**src/rtl/simt_div_pkg.sv**
```systemverilog
package simt_div_pkg;
    typedef enum logic [1:0] {
        OP_NOP   = 2'd0,
        OP_IF    = 2'd1,
        OP_ELSE  = 2'd2,
        OP_ENDIF = 2'd3
    } div_op_e;
endpackage

```
**src/rtl/simt_div_decode.sv**
```systemverilog
module simt_div_decode #(
    parameter int DEPTH = 8,
    localparam int DW = $clog2(DEPTH + 1)
) (
    input  logic          cmd_valid,
    input  logic [1:0]    cmd_op,
    input  logic [DW-1:0] cur_depth,
    output logic          do_push,
    output logic          do_else,
    output logic          do_pop,
    output logic          err_ovf,
    output logic          err_unf
);
    import simt_div_pkg::*;

    localparam logic [DW-1:0] FULL = DW'(DEPTH);

    div_op_e op;
    logic    is_full;
    logic    is_empty;

    always_comb begin
        op       = div_op_e'(cmd_op);
        is_full  = (cur_depth == FULL);
        is_empty = (cur_depth == '0);
        do_push  = 1'b0;
        do_else  = 1'b0;
        do_pop   = 1'b0;
        err_ovf  = 1'b0;
        err_unf  = 1'b0;
        if (cmd_valid) begin
            case (op)
                OP_IF: begin
                    do_push = !is_full;
                    err_ovf = is_full;
                end
                OP_ELSE: begin
                    do_else = !is_empty;
                    err_unf = is_empty;
                end
                OP_ENDIF: begin
                    do_pop  = !is_empty;
                    err_unf = is_empty;
                end
                default: ;
            endcase
        end
    end
endmodule

```
**src/rtl/simt_div_store.sv**
```systemverilog
module simt_div_store #(
    parameter int LANES = 8,
    parameter int DEPTH = 8,
    localparam int DW = $clog2(DEPTH + 1)
) (
    input  logic             clk,
    input  logic             rst_n,
    input  logic [LANES-1:0] lane_valid,
    input  logic [LANES-1:0] cmd_cond,
    input  logic             do_push,
    input  logic             do_else,
    input  logic             do_pop,
    input  logic             err_ovf,
    input  logic             err_unf,
    output logic [LANES-1:0] top_mask,
    output logic [DW-1:0]    cur_depth,
    output logic             ovf_q,
    output logic             unf_q
);
    typedef struct packed {
        logic [DEPTH:0][LANES-1:0] masks;
        logic [DEPTH:0][LANES-1:0] conds;
        logic [DW-1:0]             depth;
        logic                      ovf;
        logic                      unf;
    } store_t;

    store_t s_d;
    store_t s_q;
    logic [DW-1:0] up_idx;
    logic [DW-1:0] dn_idx;

    always_comb begin
        s_d     = s_q;
        up_idx  = s_q.depth + 1'b1;
        dn_idx  = s_q.depth - 1'b1;
        s_d.ovf = err_ovf;
        s_d.unf = err_unf;
        if (do_push) begin
            s_d.masks[up_idx] = s_q.masks[s_q.depth] & cmd_cond;
            s_d.conds[up_idx] = cmd_cond;
            s_d.depth         = up_idx;
        end else if (do_else) begin
            s_d.masks[s_q.depth] = s_q.masks[dn_idx] & ~s_q.conds[s_q.depth];
        end else if (do_pop) begin
            s_d.depth = dn_idx;
        end
        if (!rst_n) begin
            s_d          = '0;
            s_d.masks[0] = lane_valid;
        end
    end

    always_ff @(posedge clk) begin
        s_q <= s_d;
    end

    assign top_mask  = s_q.masks[s_q.depth];
    assign cur_depth = s_q.depth;
    assign ovf_q     = s_q.ovf;
    assign unf_q     = s_q.unf;
endmodule

```
**src/rtl/simt_div_stack.sv**
```systemverilog
module simt_div_stack #(
    parameter int LANES = 8,
    parameter int DEPTH = 8,
    localparam int DW = $clog2(DEPTH + 1)
) (
    input  logic             clk,
    input  logic             rst_n,
    input  logic             cmd_valid,
    input  logic [1:0]       cmd_op,
    input  logic [LANES-1:0] cmd_cond,
    input  logic [LANES-1:0] lane_valid,
    input  logic             issue,
    output logic [LANES-1:0] active_mask,
    output logic [LANES-1:0] wb_en,
    output logic [DW-1:0]    depth,
    output logic             skip,
    output logic             overflow,
    output logic             underflow
);
    logic do_push;
    logic do_else;
    logic do_pop;
    logic err_ovf;
    logic err_unf;

    simt_div_decode #(.DEPTH(DEPTH)) u_dec (
        .cmd_valid (cmd_valid),
        .cmd_op    (cmd_op),
        .cur_depth (depth),
        .do_push   (do_push),
        .do_else   (do_else),
        .do_pop    (do_pop),
        .err_ovf   (err_ovf),
        .err_unf   (err_unf)
    );

    simt_div_store #(.LANES(LANES), .DEPTH(DEPTH)) u_store (
        .clk        (clk),
        .rst_n      (rst_n),
        .lane_valid (lane_valid),
        .cmd_cond   (cmd_cond),
        .do_push    (do_push),
        .do_else    (do_else),
        .do_pop     (do_pop),
        .err_ovf    (err_ovf),
        .err_unf    (err_unf),
        .top_mask   (active_mask),
        .cur_depth  (depth),
        .ovf_q      (overflow),
        .unf_q      (underflow)
    );

    always_comb begin
        wb_en = issue ? active_mask : '0;
        skip  = (depth != '0) && (active_mask == '0);
    end
endmodule

```
**config.mk**
```make
export PLATFORM = sky130hd
export DESIGN_NAME = simt_div_stack
export DESIGN_NICKNAME = d
export VERILOG_FILES = /design/src/rtl/simt_div_pkg.sv /design/src/rtl/simt_div_decode.sv /design/src/rtl/simt_div_store.sv /design/src/rtl/simt_div_stack.sv
export SDC_FILE = /design/constraint.sdc
export NUM_CORES = 1
export LEC_CHECK = 0
export BUFFER_PORTS_ARGS = -buffer_cell sky130_fd_sc_hd__buf_2
export CAP_MARGIN = 20
export CORE_UTILIZATION = 60
export DETAILED_ROUTE_END_ITERATION = 8
export PLACE_DENSITY_LB_ADDON = 0.08
export SLEW_MARGIN = 20
export SYNTH_ARGS = -nofsm -noshare
export SYNTH_HDL_FRONTEND = slang
export SYNTH_SLANG_ARGS = --single-unit
```
**constraint.sdc**
```tcl
create_clock -name clk -period 9.1 [get_ports clk]
set_input_delay 1.365 -clock clk [delete_from_list [all_inputs] [get_ports clk]]
set_output_delay 1.365 -clock clk [all_outputs]
set_load 0.05 [all_outputs]
```
Word-level counts from Yosys, hierarchy flattened. Index checks and enable logic that the tools add are counted.

Output and inout bits: 23. Bits of input ports: 22. Word-level logic and storage cells: 82. Register bits: 150.

Muxes and demuxes: 31. Bitwise logic cells: 3. Reductions and logical operators: 14. $add $sub $neg: 2. Equal/unequal tests: 6. $lt $le $gt $ge: 5.

Operators with widths (count): bitwise mux 72 bit (3); 2-to-1 mux 72 bit (3); binary-select mux 8 bit (select 4 bit) (3); 2-to-1 mux 86 bit (1); demux 8 bit (select 4 bit) (2); 2-to-1 mux 8 bit (6); bitwise AND 8 bit (2); < comparator 4 x 5 -> 1 bit (second input constant) (3); 2-to-1 mux 4 bit (3); 2-to-1 mux 1 bit (10); >= comparator 4 x 1 -> 1 bit (second input constant) (2); zero test 8 bit (1); inverter 8 bit (1); AND reduction 3 bit (2); adder 4 x 1 -> 4 bit (second input constant) (1); == test 2 bit (second input constant) (2); == test 4 bit (second input constant) (1); zero test 4 bit (1); nonzero test 2 bit (2); nonzero test 4 bit (1); subtractor 4 x 1 -> 4 bit (second input constant) (1); logical AND 1 bit (3); inequality test 3 x 1 -> 1 bit (second input constant) (1); == test 2 x 1 -> 1 bit (second input constant) (1); 4 further kinds (5).

Logic depth before layout (Yosys ltp). Gate-level depths: netlist of the first run.

Depth after elaboration: 8. Depth in mapped cells: 15.

Cells and area by module. A second synthesis of the first run with hierarchy kept.

Cells, all modules: 931. Area total of the unflattened synthesis: 8450.6 um^2.

By module, submodules not included: simt_div_store (times used 1, area each 8305.5 um^2, cells each 910, seq. area each 3083.0 um^2); simt_div_stack (times used 1, area each 77.6 um^2, cells each 12, seq. area each 0.0 um^2); simt_div_decode (times used 1, area each 67.6 um^2, cells each 9, seq. area each 0.0 um^2).

Worst setup path after synthesis of the first run. No wires, ideal clock.

Path kind: reg-to-output. Start: register u_store.s_q, in the netlist u_store.cur_depth[1]. End: output wb_en[7]. Data arrival time: 2.556 ns. Setup slack: 5.179 ns. Required time: 7.735 ns. Cell stages (with the launch flop): 6. Path through: dfxtp_1 > buf_2 > or3b_2 > clkbuf_1 > o211ai_1 > and2_1.

Word-level cells in the longest chain between the ends: 3.

Ends and longest elaborated chain: from (decl) (line simt_div_store.sv:29) `store_t s_q;`; from (signal assigned) (line simt_div_store.sv:55) `s_q <= s_d;`; binary-select mux 8 bit (select 4 bit) (line simt_div_store.sv:58) `assign top_mask = s_q.masks[s_q.depth];`; 2-to-1 mux 8 bit (not written as such) (line simt_div_store.sv:58); net active_mask[7] (line simt_div_stack.sv:13) `output logic [LANES-1:0] active_mask,`; 2-to-1 mux 8 bit (line simt_div_stack.sv:54) `wb_en = issue ? active_mask : '0;`; to (decl) (line simt_div_stack.sv:14) `output logic [LANES-1:0] wb_en,`.

The timed path passes the listed nets, and every way through them passes these cells. The select of a mux whose other input is x is not followed.

Worst setup path after layout of the first run.
Start: register u_store.s_q, in the netlist u_store.cur_depth[1]. End: output skip.

Word-level cells in the longest chain between the ends: 4. Elaborated cells on any way between the ends: 5. Those cells by class: 2 x mux; 3 x reduce/logical.

Ends and longest elaborated chain: binary-select mux 8 bit (select 4 bit) (line simt_div_store.sv:58); 2-to-1 mux 8 bit (not written as such) (line simt_div_store.sv:58); zero test 8 bit (line simt_div_stack.sv:55) `skip = (depth != '0) && (active_mask == '0);`; logical AND 1 bit * (line simt_div_stack.sv:55); to (decl) (line simt_div_stack.sv:16) `output logic skip,`.

Mark *: on every way between the ends. The rest lies on a longest branch, timed or not. The select of a mux whose other input is x is not followed.

==> results of run 1 <==
## power by group
group,internal (uW),switching (uW)
combinational,56.9,151
clock,359,296
sequential,670,13.3
total,1090,461
## routing by layer
metal  part of all wire [%]  wire [um]
met1                     37      10700
met5                      0          0
met2                     45      13000
met3                     13       3630
met4                    4.6       1320
## kinds of logic after synthesis
group           count (synthesis)
compound gates                351
buf+inv                       131
xor+xnor                        4
fa+ha+maj                       7
simple gates                  239
mux                            67
flops                         150
## cells in the mapped netlist, types with 24 or more instances
| cell type | count | share of area, % |
|---|---|---|
| dfxtp_1 | 142 | 33 |
| buf_2 | 32 | 1.9 |
| clkbuf_1 | 36 | 1.6 |
| inv_1 | 24 | 1.1 |
| o211ai_1 | 58 | 5.1 |
| a32oi_1 | 35 | 3.6 |
| and2_1 | 39 | 2.9 |
| nand2_1 | 157 | 6.9 |
| mux4_2 | 32 | 8.5 |
| a21oi_1 | 135 | 8.0 |
| mux2i_1 | 35 | 4.1 |
## state kept, by name (all words and copies together), names as in the netlist
name / cells
u_store.s_q: 144
u_store.cur_depth: 4
u_store.unf_q: 1
u_store.ovf_q: 1
## through the flow
step	worst slack [ps]	hold WS, ps
global placement	4680	439
global route	3960	473
floorplan	5180	433
finish	4100	455
CTS	4190	455
detailed placement	4640	447
## final cells by class
cell class / count / area [um2] / area share [%]
Tap cell: 180 / 225 / 2.48
Timing Repair Buffer: 51 / 273 / 3.01
Sequential cell: 150 / 3090 / 34.1
Multi-Input combinational cell: 668 / 4820 / 53.2
Clock inverter: 13 / 97.6 / 1.08
Clock buffer: 19 / 443 / 4.89
Inverter: 30 / 118 / 1.30
## final timing paths
check | from | to | slack, ps | cells after the start
worst max-delay path | u_store.cur_depth[1] | skip | 4100 | 7
worst min-delay path | u_store.s_q[44] | u_store.s_q[44] | 450 | 2
worst max register to register | u_store.cur_depth[0] | u_store.s_q[83] | 4580 | 8
worst min register to register | u_store.s_q[44] | u_store.s_q[44] | 450 | 2
## worst max-delay path, cell delays in order (launching register included)
cell	delay (ps)
dfxtp_1	710
buf_4	430
nand3b_1	720
o22ai_1	340
a221o_1	500
nor4_1	100
and3_1	190
buf_2	210
==> summary.md, run 1 <==
| Metric | Value |
|---|---|
| CP arrival | 3630 ps |
| Die area | 0.0146 mm2 |
| Total power draw | 1550 uW |
| GRT Residual Overflow | 0 |
| Ant. Diodes | 0 |
| Clock Path Buffers | 2 |
| Worst Tran Pin Value | 1160 ps |
| Adder-cell share of the synthesized area | 1.03% |
| Commonest cells after routing, fill and taps aside | nand2_1 (157), dfxtp_1 (141), a21oi_1 (128) |
| RSZ-0062 raised after global routing | no |
| Num Clock Sinks | 150 |
| Met3 Resource Use GR | 12.8% |
| Post-route cell area | 0.00906 mm2 |
| Multiplexer share of the synthesized area | 12.6% |
| DRT antenna net count | 0 |
| Hold Path Class | register to register |
| Root buffer cell | clkbuf_16 |
| Hpwl dp | 17600 um |
| Tot GR Track Use | 40.0% |
| Final worst-path cycle share | 54.9% |
| Chip height | 121 um |
| Yosys cell types | 54 |
| Fill cells | 1130 |
| Final nets | 947 |
| Post-synth EDFFs | 8 |
| Slew HR | 22.9% |
| Skew final | 12.4 ps |
| TritonCTS clock tree | built |
| Mean Syn Cell Area | 8.94 um2 |
| Register area share after synthesis | 36.3% |
| Largest family of logic cells by synthesized area | compound AO/OA/AOI/OAI gates |
| Initial core utilization | 61.4% |
| Hold Violations, Final | 0 |
| CP endpoint kind | output port |
| Relative area change from synthesis to final layout | 6.80% |
| Setup Fix Bufs, Post-CTS | 0 |
| Max-cap viol count | 0 |
| Largest net degree at the start of global routing | 73 |
| Ratio of cells with drive above 1 in the final layout | 16.3% |
| Via-to-Cell Ratio | 7.26 |
| Port Buf Inserts | 44 |
| Vias in the first global route | 7543 |
| Initial antenna violation count | 0 |
| Critical Path Fanout Max | 24 |
| Post-CTS sizing | 0 |
| Outcome | complete, but fails checks |
| Mapped Cells | 949 |
| Kind of critical path | register to output port |
| Post-CTS Hold Fix Bufs | 0 |
| Clk slew on worst S/H paths | 60 ps |
| Syn. warnings | 0 |
| Post-Syn Area | 0.00849 mm2 |
| Crit start category | register |
| Commonest non-fill, non-tap cell in the layout | nand2_1 |
| Mapped Nets | 978 |
| Core ar. | 0.0138 mm2 |
| First DRT Iteration DRCs | 1173 |
| Max Slew Vio Count | 0 |
| Compound-Gate Fraction of Synth Area | 29.4% |
| Row count | 43 |
| Simple-gate area share of the yosys netlist | 12.9% |
| Synthesized flop and latch total | 150 |
| Ys async rst share | 0% |
| Power Density | 171 mW/mm2 |
| Routing usage on met1 | 50.1% |
| Worst-Skew Late Latency | 440 ps |
| DRC viols | 2 |
| Vias after detailed routing | 8069 |
| Die width | 121 um |
| Post-DR wirelength/cell | 25.8 um |
| P_leak | 0.00267 uW |
| Failing checks | design-rule violations |
| Grt peak-use layer | met2 |
| Drt first pass iters | 8 |
| Core Util, Final | 65.6% |
| CTS buffer count | 17 |
| Post-synth top flop | dfxtp_1 |
| Final setup fails | 0 |
| H-tree depth | 4 |
| Fmax | 200 MHz |
| # IOs | 45 |
| Worst vdd ir | 0.000143 V |
| Post-Place Cells | 1079 |
| Setup TNS | 0 ps |
| Final WL | 28700 um |
| Layout Cells excl Fill | 1111 |
| First-pass GRT wire length | 43100 um |
| GR Layer Usage met2 | 61.3% |
| Routability cong. | 0.921 |
| Final Critical Period | 5000 ps |
| Worst endpoint required time | 7740 ps |
| Post-DP Area | 0.00850 mm2 |
| Synth Area in XOR/XNOR | 0.413% |
Note: power is estimated with default switching activity, not from simulation.
==> inputs of run 2 (changes only) <==
Clock period 9.1 ns to 5.2 ns, I/O delays scaled along.
==> run 2 against run 1 <==
Compared with the run above: the run still ends with design-rule violations left; power grew 77%; count of clock-buffer cells in the layout is 2 higher; worst setup slack worse by 3200 ps; largest power group unchanged; critical path type unchanged; sequential share of layout area decreased by 0.061 points; highest routed layer unchanged; worst hold slack barely moved; clock skew decreased by 1.9 ps; final cell count unchanged; register-to-register slack got worse by 3500 ps; critical path depth shrank 1; clock power up 79%; sequential power grew 77%.
==> summary.md, run 2 (synthesis results as in run 1) <==
| Metric | Value |
|---|---|
| Final nets | 949 (was 947) |
| Port Buf Inserts | 44 (unchanged) |
| Min-delay src | u_store.s_q[42] (was u_store.s_q[44]) |
| Hold Path Class | register to register (unchanged) |
| Via-to-Cell Ratio | 7.19 (was 7.26) |
| H-tree depth | 4 (unchanged) |
| Total power draw | 2730 uW (was 1550 uW) |
| Root buffer cell | clkbuf_16 (unchanged) |
| Setup TNS | 0 ps (unchanged) |
| Ratio of cells with drive above 1 in the final layout | 15.9% (was 16.3%) |
| Ant. Diodes | 0 (unchanged) |
| Fmax | 233 MHz |
| Power Density | 301 mW/mm2 (was 171 mW/mm2) |
| Final setup fails | 0 (unchanged) |
| Post-CTS Hold Fix Bufs | 0 (unchanged) |
| Vias after detailed routing | 7990 (was 8069) |
| Num Clock Sinks | 150 (unchanged) |
| Largest net degree at the start of global routing | 89 (was 73) |
| Vias in the first global route | 7545 (was 7543) |
| CTS buffer count | 17 (unchanged) |
| Final Critical Period | 4290 ps |
| DRC viols | 2 (unchanged) |
| Top reg by flops | u_store.s_q (unchanged) |
| RSZ-0062 raised after global routing | no (unchanged) |
| GR Layer Usage met2 | 58.2% (was 61.3%) |
| Die width | 121 um (unchanged) |
| First DRT Iteration DRCs | 1424 (was 1173) |
| Die area | 0.0146 mm2 (unchanged) |
| DRT antenna net count | 0 (unchanged) |
| Sequential cell area | 0.00309 mm2 (unchanged) |
| Worst endpoint required time | 4420 ps (was 7740 ps) |
| Initial core utilization | 61.4% (unchanged) |
| Tot GR Track Use | 39.5% (was 40.0%) |
| Post-DR wirelength/cell | 25.4 um (was 25.8 um) |
| Worst vdd ir | 0.000275 V (was 0.000143 V) |
| Max reg flops | 144 (unchanged) |
| Routing usage on met1 | 53.3% (was 50.1%) |
| Routability cong. | 0.951 (was 0.921) |
| Setup Fix Bufs, Post-CTS | 0 (unchanged) |
| Row count | 43 (unchanged) |
| Met3 Resource Use GR | 9.07% (was 12.8%) |
| Grt peak-use layer | met2 (unchanged) |
| TritonCTS clock tree | built (unchanged) |
| CP arrival | 3510 ps (was 3630 ps) |
| Clock Path Buffers | 2 (unchanged) |
| Clk slew on worst S/H paths | 60 ps (about the same) |
| Multi-input logic area | 0.00481 mm2 (was 0.00482 mm2) |
| Hold Violations, Final | 0 (unchanged) |
| Critical Path Fanout Max | 60 (was 24) |
| Max-cap viol count | 0 (unchanged) |
| Final worst-path cycle share | 82.6% |
| Drt first pass iters | 8 (unchanged) |
| Core ar. | 0.0138 mm2 (unchanged) |
| Commonest cells after routing, fill and taps aside | nand2_1 (157), dfxtp_1 (141), a21oi_1 (131) (was nand2_1 (157), dfxtp_1 (141), a21oi_1 (128)) |
| Commonest non-fill, non-tap cell in the layout | nand2_1 (unchanged) |
| CP startpoint | u_store.cur_depth[0] (was u_store.cur_depth[1]) |
| Max Slew Vio Count | 0 (unchanged) |
| Outcome | complete, but fails checks (unchanged) |
| GRT Residual Overflow | 0 (unchanged) |
| P_leak | 0.00267 uW (about the same) |
| Final WL | 28200 um (was 28700 um) |
| Worst Tran Pin Value | 1210 ps (was 1160 ps) |
| Worst-Skew Late Latency | 440 ps (about the same) |
| CP endpoint kind | output port (unchanged) |
| Failing checks | design-rule violations (unchanged) |
| Relative area change from synthesis to final layout | 6.99% (was 6.80%) |
| Skew final | 10.5 ps (was 12.4 ps) |
| Kind of critical path | register to output port (unchanged) |
| Fill cells | 1143 (was 1130) |
| # IOs | 45 (unchanged) |
| Dpl ws | 1150 ps (was 4640 ps) |
| Slew HR | 19.4% (was 22.9%) |
| Post-CTS sizing | 0 (unchanged) |
| Setup slack after layout | 906 ps (was 4100 ps) |
| Chip height | 121 um (unchanged) |
| Initial antenna violation count | 0 (unchanged) |
| Hpwl dp | 17800 um (was 17600 um) |
| First-pass GRT wire length | 43000 um (was 43100 um) |
| Worst r2r src | u_store.cur_depth[1] (was u_store.cur_depth[0]) |
| Crit start category | register (unchanged) |
[run 2: changes by cell type in the layout (fill, tap and decap cells not counted), sizes merged]
cell	delta
clkbuf	+2
inv	-4
clkinv	-3
clkinvlp	+3
buf	+2
[run 2: worst max-delay path, cell delays in order, from the launching register on]
cell,delay (ps)
dfxtp_4,1030
buf_4,450
mux4_2,350
a221o_1,510
nor4_1,280
and3_1,180
buf_2,260
[run 2: cell type report]
| type | instances | area share (%) |
|---|---|---|
| multi-input cells | 668 | 53.0 |
| flip-flops and latches | 150 | 34.0 |
| repair buffers | 53 | 3.17 |
| well taps | 180 | 2.48 |
| clock buffers | 21 | 5.32 |
| inverters | 30 | 1.30 |
| clock inverters | 9 | 0.772 |
[run 2: stage by stage]
stage,cells,util [%],hold slack [ps],cell area [um2]
after floorplan,949,-,433,8490
after global placement,1080,61.4,439,8490
after detailed placement,1080,61.4,449,8490
after CTS,1110,65.4,457,9040
after global routing,1111,65.7,476,9080
final,1111,65.7,455,9080
[run 2: routing by layer]
metal | wire, um | part of all wire (%)
met1 | 11000 | 39
met2 | 12400 | 44
met3 | 3220 | 11
met4 | 1570 | 5.6
met5 | 0 | 0
[run 2: final timing paths]
path,cells after the start,endpoint,slack (ps)
max reg2reg,8,u_store.s_q[105],1060
min,2,u_store.s_q[42],450
min reg2reg,2,u_store.s_q[42],450
max,6,skip,910
[run 2: report_power, final]
group / leakage, uW / internal, uW / total [uW] / switching (uW)
registers: 0.00123 / 1170 / 1210 / 34.8
logic: 0.00118 / 101 / 357 / 257
clock network: 0.000263 / 664 / 1170 / 503
total: 0.00267 / 1940 / 2730 / 794
